<file path="src/rtl/tc_pkg.sv">
package tc_pkg;

  typedef enum logic [1:0] {
    TC_M13   = 2'b00,
    TC_M16   = 2'b01,
    TC_M8R   = 2'b10,
    TC_SPLIT = 2'b11
  } tc_mode_e;

  typedef struct packed {
    logic     gate_en;
    logic     ext_src;
    tc_mode_e mode;
  } tc_cfg_t;

endpackage

</file>
<file path="src/rtl/tc_sync.sv">
module tc_sync #(
  parameter int   STAGES  = 2,
  parameter logic RST_VAL = 1'b0
) (
  input  logic clk,
  input  logic rst_n,
  input  logic d,
  output logic q
);
  logic [STAGES-1:0] chain;

  generate
    if (STAGES == 1) begin : g_one
      always_ff @(posedge clk or negedge rst_n) begin
        if (!rst_n) chain <= RST_VAL;
        else        chain <= d;
      end
    end else begin : g_many
      always_ff @(posedge clk or negedge rst_n) begin
        if (!rst_n) chain <= {STAGES{RST_VAL}};
        else        chain <= {chain[STAGES-2:0], d};
      end
    end
  endgenerate

  assign q = chain[STAGES-1];
endmodule

</file>
<file path="src/rtl/tc_prescale.sv">
module tc_prescale #(
  parameter int DIV = 12
) (
  input  logic clk,
  input  logic rst_n,
  output logic tick
);
  localparam int CW = (DIV > 1) ? $clog2(DIV) : 1;
  localparam logic [CW-1:0] LAST = CW'(DIV - 1);

  logic [CW-1:0] cnt;

  always_ff @(posedge clk or negedge rst_n) begin
    if (!rst_n)           cnt <= '0;
    else if (cnt == LAST) cnt <= '0;
    else                  cnt <= cnt + 1'b1;
  end

  assign tick = (cnt == LAST);

  generate
    if (DIV > 1) begin : g_chk
      // internal ticks never come back to back
      assert_tick_spacing_R3: assert property (@(posedge clk) disable iff (!rst_n)
        tick |=> !tick);
    end
  endgenerate
endmodule

</file>
<file path="src/rtl/tc_count_core.sv">
module tc_count_core
  import tc_pkg::*;
#(
  parameter int BYTE_W = 8,
  parameter int PRE_W  = 5
) (
  input  logic              clk,
  input  logic              rst_n,
  input  tc_mode_e          mode,
  input  logic              tick_a,
  input  logic              tick_b,
  input  logic              wr_lo,
  input  logic              wr_hi,
  input  logic [BYTE_W-1:0] wr_data,
  output logic [BYTE_W-1:0] lo,
  output logic [BYTE_W-1:0] hi,
  output logic              ovf_a,
  output logic              ovf_b
);
  localparam int CW = 2 * BYTE_W;

  logic [BYTE_W-1:0] nlo, nhi;
  logic [CW-1:0]     wide;

  always_comb begin
    nlo   = lo;
    nhi   = hi;
    ovf_a = 1'b0;
    ovf_b = 1'b0;
    wide  = {hi, lo} + {{(CW-1){1'b0}}, 1'b1};
    unique case (mode)
      TC_M13: if (tick_a) begin
        nlo[PRE_W-1:0] = lo[PRE_W-1:0] + {{(PRE_W-1){1'b0}}, 1'b1};
        if (&lo[PRE_W-1:0]) begin
          nhi   = hi + 1'b1;
          ovf_a = &hi;
        end
      end
      TC_M16: if (tick_a) begin
        {nhi, nlo} = wide;
        ovf_a      = &{hi, lo};
      end
      TC_M8R: if (tick_a) begin
        if (&lo) begin
          nlo   = hi;
          ovf_a = 1'b1;
        end else begin
          nlo = lo + 1'b1;
        end
      end
      TC_SPLIT: begin
        if (tick_a) begin
          nlo   = lo + 1'b1;
          ovf_a = &lo;
        end
        if (tick_b) begin
          nhi   = hi + 1'b1;
          ovf_b = &hi;
        end
      end
      default: ;
    endcase
  end

  always_ff @(posedge clk or negedge rst_n) begin
    if (!rst_n) begin
      lo <= '0;
      hi <= '0;
    end else begin
      lo <= wr_lo ? wr_data : nlo;
      hi <= wr_hi ? wr_data : nhi;
    end
  end

  // with no step and no write, both bytes hold
  assert_hold_idle_R4: assert property (@(posedge clk) disable iff (!rst_n)
    (!tick_a && !tick_b && !wr_lo && !wr_hi) |=> (lo == $past(lo) && hi == $past(hi)));

  // upper bits of the low byte are untouched by 13-bit counting
  assert_upper_keep_R6: assert property (@(posedge clk) disable iff (!rst_n)
    (mode == TC_M13 && !wr_lo) |=> lo[BYTE_W-1:PRE_W] == $past(lo[BYTE_W-1:PRE_W]));

  // reload byte is never altered by auto-reload counting
  assert_reload_src_R8: assert property (@(posedge clk) disable iff (!rst_n)
    (mode == TC_M8R && !wr_hi) |=> hi == $past(hi));

  // a 16-bit overflow leaves both bytes at zero unless written
  assert_wrap_zero_R7: assert property (@(posedge clk) disable iff (!rst_n)
    (mode == TC_M16 && ovf_a && !wr_lo && !wr_hi) |=> (lo == '0 && hi == '0));
endmodule

</file>
<file path="src/rtl/tc_flag.sv">
module tc_flag (
  input  logic clk,
  input  logic rst_n,
  input  logic set,
  input  logic ack,
  input  logic clr,
  output logic flag
);
  always_ff @(posedge clk or negedge rst_n) begin
    if (!rst_n)          flag <= 1'b0;
    else if (set)        flag <= 1'b1;
    else if (ack || clr) flag <= 1'b0;
  end

  // a set always lands
  assert_flag_set_R10: assert property (@(posedge clk) disable iff (!rst_n)
    set |=> flag);
  // a set flag persists while no clear is pending
  assert_flag_hold_R10: assert property (@(posedge clk) disable iff (!rst_n)
    (flag && !ack && !clr) |=> flag);
endmodule

</file>
<file path="src/rtl/tc_channel.sv">
module tc_channel
  import tc_pkg::*;
#(
  parameter int BYTE_W    = 8,
  parameter int PRE_W     = 5,
  parameter int DIV       = 12,
  parameter int SYNC_STG  = 2
) (
  input  logic              clk,
  input  logic              rst_n,
  input  logic [3:0]        cfg,
  input  logic              run_a,
  input  logic              run_b,
  input  logic              gate_pin,
  input  logic              ext_cnt,
  input  logic              wr_en,
  input  logic              wr_sel,
  input  logic [BYTE_W-1:0] wr_data,
  input  logic              rd_sel,
  output logic [BYTE_W-1:0] rd_data,
  output logic [BYTE_W-1:0] cnt_lo,
  output logic [BYTE_W-1:0] cnt_hi,
  input  logic              ack_a,
  input  logic              ack_b,
  input  logic              clr_a,
  input  logic              clr_b,
  output logic              flag_a,
  output logic              flag_b
);
  localparam int NFLAG = 2;

  tc_cfg_t cfg_s;
  assign cfg_s = tc_cfg_t'(cfg);

  logic int_tick, gate_s, ext_s, ext_prev, ext_fall;
  logic enable_a, tick_a, tick_b;
  logic ovf_a, ovf_b;

  tc_prescale #(.DIV(DIV)) u_pre (.clk(clk), .rst_n(rst_n), .tick(int_tick));

  tc_sync #(.STAGES(SYNC_STG), .RST_VAL(1'b0)) u_gsync (
    .clk(clk), .rst_n(rst_n), .d(gate_pin), .q(gate_s));
  tc_sync #(.STAGES(SYNC_STG), .RST_VAL(1'b1)) u_esync (
    .clk(clk), .rst_n(rst_n), .d(ext_cnt), .q(ext_s));

  always_ff @(posedge clk or negedge rst_n) begin
    if (!rst_n) ext_prev <= 1'b1;
    else        ext_prev <= ext_s;
  end
  assign ext_fall = ext_prev & ~ext_s;

  assign enable_a = run_a & (~cfg_s.gate_en | gate_s);
  assign tick_a   = enable_a & (cfg_s.ext_src ? ext_fall : int_tick);
  assign tick_b   = (cfg_s.mode == TC_SPLIT) & run_b & int_tick;

  tc_count_core #(.BYTE_W(BYTE_W), .PRE_W(PRE_W)) u_core (
    .clk(clk), .rst_n(rst_n), .mode(cfg_s.mode),
    .tick_a(tick_a), .tick_b(tick_b),
    .wr_lo(wr_en & ~wr_sel), .wr_hi(wr_en & wr_sel), .wr_data(wr_data),
    .lo(cnt_lo), .hi(cnt_hi), .ovf_a(ovf_a), .ovf_b(ovf_b));

  logic [NFLAG-1:0] f_set, f_ack, f_clr, f_q;
  assign f_set = {ovf_b, ovf_a};
  assign f_ack = {ack_b, ack_a};
  assign f_clr = {clr_b, clr_a};

  generate
    for (genvar i = 0; i < NFLAG; i++) begin : g_flag
      tc_flag u_flag (.clk(clk), .rst_n(rst_n), .set(f_set[i]),
                      .ack(f_ack[i]), .clr(f_clr[i]), .flag(f_q[i]));
    end
  endgenerate

  assign flag_a  = f_q[0];
  assign flag_b  = f_q[1];
  assign rd_data = rd_sel ? cnt_hi : cnt_lo;

  // one falling edge yields one single-cycle step request
  assert_edge_single_R5: assert property (@(posedge clk) disable iff (!rst_n)
    ext_fall |=> !ext_fall);
  // the split high-byte flag only rises in split geometry
  assert_flagb_split_R9: assert property (@(posedge clk) disable iff (!rst_n)
    $rose(flag_b) |-> $past(cfg_s.mode) == TC_SPLIT);
  // a stopped channel never raises the main flag
  assert_stop_noflag_R4: assert property (@(posedge clk) disable iff (!rst_n)
    (!run_a && !flag_a) |=> !flag_a);
endmodule

</file>
<file path="config.mk">
export PLATFORM = sky130hd
export DESIGN_NAME = tc_channel
export DESIGN_NICKNAME = d
export VERILOG_FILES = /design/src/rtl/tc_pkg.sv /design/src/rtl/tc_sync.sv /design/src/rtl/tc_prescale.sv /design/src/rtl/tc_count_core.sv /design/src/rtl/tc_flag.sv /design/src/rtl/tc_channel.sv
export SDC_FILE = /design/constraint.sdc
export NUM_CORES = 1
export LEC_CHECK = 0
export ABC_CLOCK_PERIOD_IN_PS = 2500
export CAP_MARGIN = 20
export CORE_MARGIN = 2
export CORE_UTILIZATION = 30
export CTS_CLUSTER_DIAMETER = 50
export DETAILED_ROUTE_END_ITERATION = 10
export SLEW_MARGIN = 30
export SYNTH_ARGS = -nofsm -noshare
export SYNTH_HDL_FRONTEND = slang
export SYNTH_SLANG_ARGS = --single-unit
</file>
<file path="constraint.sdc">
create_clock -name clk -period 2.5 [get_ports clk]
set_input_delay 0.75 -clock clk [delete_from_list [all_inputs] [get_ports clk]]
set_output_delay 0.75 -clock clk [all_outputs]
set_load 0.02 [all_outputs]
</file>
== After elaboration in Yosys (flattened, before gate mapping) ==
Cells that the tools add are included.

* Equal/unequal tests: 12
* Muxes and demuxes: 30
* Reductions and logical operators: 14
* Bitwise gates (word level): 11
* $add $sub $neg: 5

{| class="wikitable"
|+ Operators with widths
! kind !! count
|-
| $mux 8 || 11
|-
| $pmux 8 s3 || 1
|-
| $ne 3x3->1 const B || 7
|-
| $pmux 5 s4 || 1
|-
| $add 16x1->16 const B || 1
|-
| $add 8x1->8 const B || 2
|-
| $reduce_and 16->1 || 1
|-
| $reduce_and 8->1 || 2
|-
| $mux 1 || 13
|-
| $reduce_and 5->1 || 2
|-
| $pmux 3 s3 || 1
|-
| $reduce_and 4->1 || 2
|-
| $reduce_bool 4->1 || 2
|-
| $and 1x1->1 || 7
|-
| $add 5x1->5 const B || 1
|-
| $mux 5 || 1
|-
| $add 4x1->4 const B || 1
|-
| $eq 2x2->1 const B || 2
|-
| $eq 4x4->1 const B || 1
|-
| $mux 4 || 1
|-
| $pmux 1 s4 || 1
|-
| $reduce_bool 2->1 || 2
|-
| $ne 3x2->1 const B || 1
|-
| $not 1->1 || 3
|-
| other kinds (4) || 5
|}

* Flip-flop bits (word level): 27
* Input port bits: 25
* Logic and storage cells: 81

== Longest topological paths before layout ==
* Word-level depth: 7
* Depth in mapped cells: 9
* Depth with buffers taken out: 8

== Hierarchy ==
Synthesis repeated with hierarchy kept, for this count alone.

* Cells, all modules: 195
* Area, all modules: 1830.5 um^2

{| class="wikitable"
|+ By module, submodules not included
! module !! cells each !! area each (um^2) !! times used
|-
| tc_count_core || 153 || 1296.2 || 1
|-
| tc_channel || 18 || 185.2 || 1
|-
| tc_prescale || 14 || 173.9 || 1
|-
| tc_flag || 3 || 36.3 || 2
|-
| tc_sync at u_esync || 2 || 52.6 || 1
|-
| tc_sync at u_gsync || 2 || 50.0 || 1
|}

== Worst setup path after synthesis ==
No wires, ideal clock.

* Path kind: in2reg
* From: in cfg[1]
* To: reg u_core.hi[2]
* Path slack: 258 ps
* Setup time: 131 ps
* Arrival: 2111 ps
* Cell stages on the path: 9
* Path through: inv_1 ha_1 clkbuf_2 nand2_1 a221oi_1 a31oi_1 nor4b_1 xnor2_1 o21ai_1

* Word-level cells in the longest chain between the ends: 5

{| class="wikitable"
|+ Ends and longest elaborated chain
! element !! line !! RTL
|-
| start, declared || tc_channel.sv:11 || <nowiki>input logic [3:0] cfg,</nowiki>
|-
| $eq 2x2->1 || tc_count_core.sv:31, tc_channel.sv:54 ||
|-
| $and 1x1->1 (2 in series) || tc_channel.sv:54 || <nowiki>assign tick_b = (cfg_s.mode == TC_SPLIT) & run_b & int_tick;</nowiki>
|-
| $ne 3x3->1 (no source line) || -- ||
|-
| $reduce_and 5->1 (no source line) || -- ||
|-
| end signal, assigned || tc_count_core.sv:71 || <nowiki>hi <= wr_hi ? wr_data : nhi;</nowiki>
|-
| end, declared || tc_count_core.sv:16 || <nowiki>output logic [BYTE_W-1:0] hi,</nowiki>
|}

Several ways; a longest one is shown, not always the timed one.
A chain may end at the register's enable or synchronous reset.

== Final worst setup path ==
* From: in cfg[2]
* To: reg u_core.hi[5]

* Word-level cells in the longest chain between the ends: 4

{| class="wikitable"
|+ Ends and longest elaborated chain
! element !! line !! RTL
|-
| $mux 1 (*) || tc_channel.sv:53 || <nowiki>assign tick_a = enable_a & (cfg_s.ext_src ? ext_fall : int_tick);</nowiki>
|-
| $and 1x1->1 (*) || tc_channel.sv:53 ||
|-
| $ne 3x3->1 (no source line) || -- ||
|-
| $reduce_and 5->1 (no source line) (*) || -- ||
|}

Mark *: on every way between the ends. The rest lies on a longest branch, timed or not.

==> out/qor.txt <==
GRT Overall Usage: 15.84%
Post-layout power: 1.569 mW
Hold path endpoint: u_esync.chain[1]
Max stage delay on crit path: 0.50 ns
Post-CTS setup buffers: 0
Initial antenna violation count: 0
Clk_lat worst skew: 0.28 ns
Worst path cell trace: clkdlybuf4s50_1 -> and2_1 -> o31a_4 -> nor4b_4 -> nand3b_1 -> nand4_1
Drt pass-1 iters: 4
Ports: 51
Fill cells: 599
RSZ-0062 raised after global routing: false
Synth Area in Compound Gates: 16.13%
IO buf count: 50
Sequential Area: 679.4 sq um
Syn nets: 241
Pin count of the biggest net entering global routing: 28
DR DRC count: 0
TritonCTS clock tree: yes
Critical path's top delay family: simple AND/OR/NAND/NOR gates
Max Cap Viol: 0
Yosys Warn Count: 0
Startpoint types: input port
FF-to-FF path depth: 8
Clock Sinks: 27
Max-slew violation count: 0
Crit Path Class: input port to register
Xor and xnor fraction of the mapped netlist area: 4.306%
Core area: 5921 sq um
Asr flop ratio synth: 100.0%
CTS buffer count: 3
Worst endpoint required time: 2.66 ns
Critical path peak fanout: 6
Multi-input gate area: 1189 sq um
Post-synth EDFFs: 0
Synth Area in Simple Gates: 26.45%
Sw frac: 38.79%
Vias in the first global route: 1683
Ys flop type: dfrtp_1
Slowest CP cell: clkdlybuf4s50_1
Fin crit share: 94.33%
RR Endpoint: u_core.hi[5]
HP Class: register to register
VDD IR-drop max: 291.1 uV
Starting DRT DRC Count: 72
Global route overflow: 0
Synth Area in Adders: 6.152%
Layout Cells excl Fill: 350
Hold Crit Depth: 0
DP Wirelength: 4.018 mm
Area growth, synth to finish: 45.39%
Routed WL per cell: 14.72 um
CTS Hold Bufs: 0
Max Clock Skew: 0.007677 ns
Routed WL: 5.151 mm
Max_slew headroom: 52.06%
Root Driver: clkbuf_8
Cell variety after synth: 45
Net Sw Power: 608.7 uW
Reg2reg start: u_core.lo[0]
Status: complete, no violations
Final ANT Viol Nets: 0
Mapped Area: 1831 sq um
Number of H-tree levels: 1
Hold path start: u_esync.chain[0]
Final setup viols: 0
Int Power: 960.4 uW
Die area: 6743 sq um
Die width: 82.12 um
Placed cells: 346
Clk slew on worst S/H paths: 0.10 ns
Mux contribution to synthesized area: 7.177%
Pwr dens: 589.6 nW/um^2
Final Util: 44.95%
Via count: 1747
Post-Syn Instances: 207
Sequential-to-total area share from yosys stat: 37.12%
Global-route wire length before repair: 8.162 mm
Largest family of logic cells by synthesized area: simple AND/OR/NAND/NOR gates
Tightest Pin Transition: 0.7176 ns
CTS max path bufs: 2
Vias/cell: 4.991
Sequential share of power: 38.8%
Worst setup EP type: register
Worst reg-to-reg setup slack: 0.30 ns
Clk network pwr share: 16.5%
Die height: 82.12 um
Fmax: 424.1 MHz
Worst path bufs/invs: 1
NumNets Final: 310
Initial Util: 30.92%
Final GP Congestion: 0.7799
Critical path origin: cfg[2]
Post-route minimum period: 2.358 ns
Combinational power share: 44.7%
Mean post-synth cell area: 8.843 sq um
Fraction of layout cells with a size suffix above 1: 22.91%
Num rows: 28
Leak: 1.116 nW
Final Hold Fails: 0
Yosys reg bits: 27
Diode count: 0
Arr. time, crit path: 2.52 ns
registers in the layout (all words and copies together), names as in the netlist:
name and count:
u_core.hi 8, u_core.lo 8, u_pre.cnt 4, g_flag.u_flag.flag 2
u_esync.chain 2, u_gsync.chain 2, ext_prev 1
logic make-up (layout without fill, tap and decap cells):
kind of cell             count (synthesis)  after routing
AND/OR/NAND/NOR                         92             92
AO/OA/AOI/OAI                           46             46
flip-flops                              27             27
multiplexers                            12             12
buffers and inverters                   12             80
adder cells (fa/ha/maj)                  9              9
XOR/XNOR                                 9              9
routing by layer:
layer	vias to the layer above	part of all wire [%]	global-route usage (%)
li1	889	-	-
met1	822	45	20.88
met2	32	51	27.97
met3	4	3.2	1.630
met4	0	0.80	3.500
met5	-	0	0
power groups by stage:
| stage | clock, mW | combinational (mW) | sequential, mW |
|---|---|---|---|
| floorplan | 0 | 0.311 | 0.655 |
| global placement | 0 | 0.703 | 0.615 |
| detailed placement | 0 | 0.706 | 0.617 |
| CTS | 0.263 | 0.687 | 0.608 |
| global route | 0.284 | 0.763 | 0.621 |
| finish | 0.258 | 0.702 | 0.609 |
layout make-up:
class | instances | area share (%)
inverters | 4 | 0.5642
clock buffers | 4 | 1.693
flip-flops and latches | 27 | 25.53
multi-input cells | 168 | 44.66
well taps | 75 | 3.526
repair buffers | 72 | 24.02
cells in the mapped netlist (3+ instances only):
library cell | number | share of area, %
a21oi_1 | 10 | 2.7
nand2_1 | 26 | 5.3
mux2i_1 | 3 | 1.6
dfstp_2 | 3 | 4.3
dfrtp_1 | 24 | 33
xnor2_1 | 6 | 2.9
ha_1 | 9 | 6.2
nand2b_1 | 3 | 1.0
and3_1 | 4 | 1.4
xor2_1 | 3 | 1.4
mux2_2 | 9 | 5.5
inv_1 | 4 | 0.82
o21ai_1 | 5 | 1.4
o31ai_1 | 3 | 1.2
o21ai_0 | 13 | 3.6
and2_1 | 3 | 1.0
clkbuf_1 | 4 | 0.82
nor3_1 | 9 | 2.5
a211oi_1 | 3 | 1.2
nand4_1 | 6 | 2.1
nand3_1 | 10 | 2.7
nor2_1 | 15 | 3.1
how the worst max path moves through the flow:
stage                        end  slack, ns  cells past startpoint
floorplan           u_core.hi[2]       0.26                      9
global placement      rd_data[6]      -0.48                      4
detailed placement    rd_data[6]      -0.50                      4
CTS                 u_core.hi[6]      -0.02                      9
global route        u_core.hi[5]       0.05                      6
finish              u_core.hi[5]       0.14                      6
per-stage QoR:
stage / worst slack, ns / area [sq um] / hold slack (ns) / setup TNS, ns
global placement: -0.4820 / 2556 / 0.3416 / -8.194
global route: 0.05403 / 2661 / 0.3671 / 0
detailed placement: -0.4962 / 2556 / 0.3448 / -8.370
finish: 0.1419 / 2661 / 0.3618 / 0
floorplan: 0.2579 / 1831 / 0.3312 / 0
CTS: -0.01501 / 2580 / 0.3651 / -0.02703
cells in the final DEF (no fill, tap or decap), types with 3 or more instances in the layout:
master	count
clkdlybuf4s50_1	39
nand2_1	26
dfrtp_1	24
buf_4	21
nor2_1	14
o21ai_0	11
nand3_1	10
mux2_2	9
a21oi_1	9
ha_1	9
nor3_1	8
buf_2	7
xnor2_1	6
nand4_1	6
o21ai_1	6
and3_1	4
inv_1	4
nand2b_1	3
and2_1	3
a211oi_1	3
xor2_1	3
mux2i_1	3
clkbuf_8	3
dfstp_2	3
timing repair:
item                                    in CTS  in global routing
gates resized for setup                     40                 18
endpoints found under the setup margin      15                 15
cloned                                       0                  0
pin swaps                                    1                  4
No activity file was read; power rests on OpenSTA's default activity.
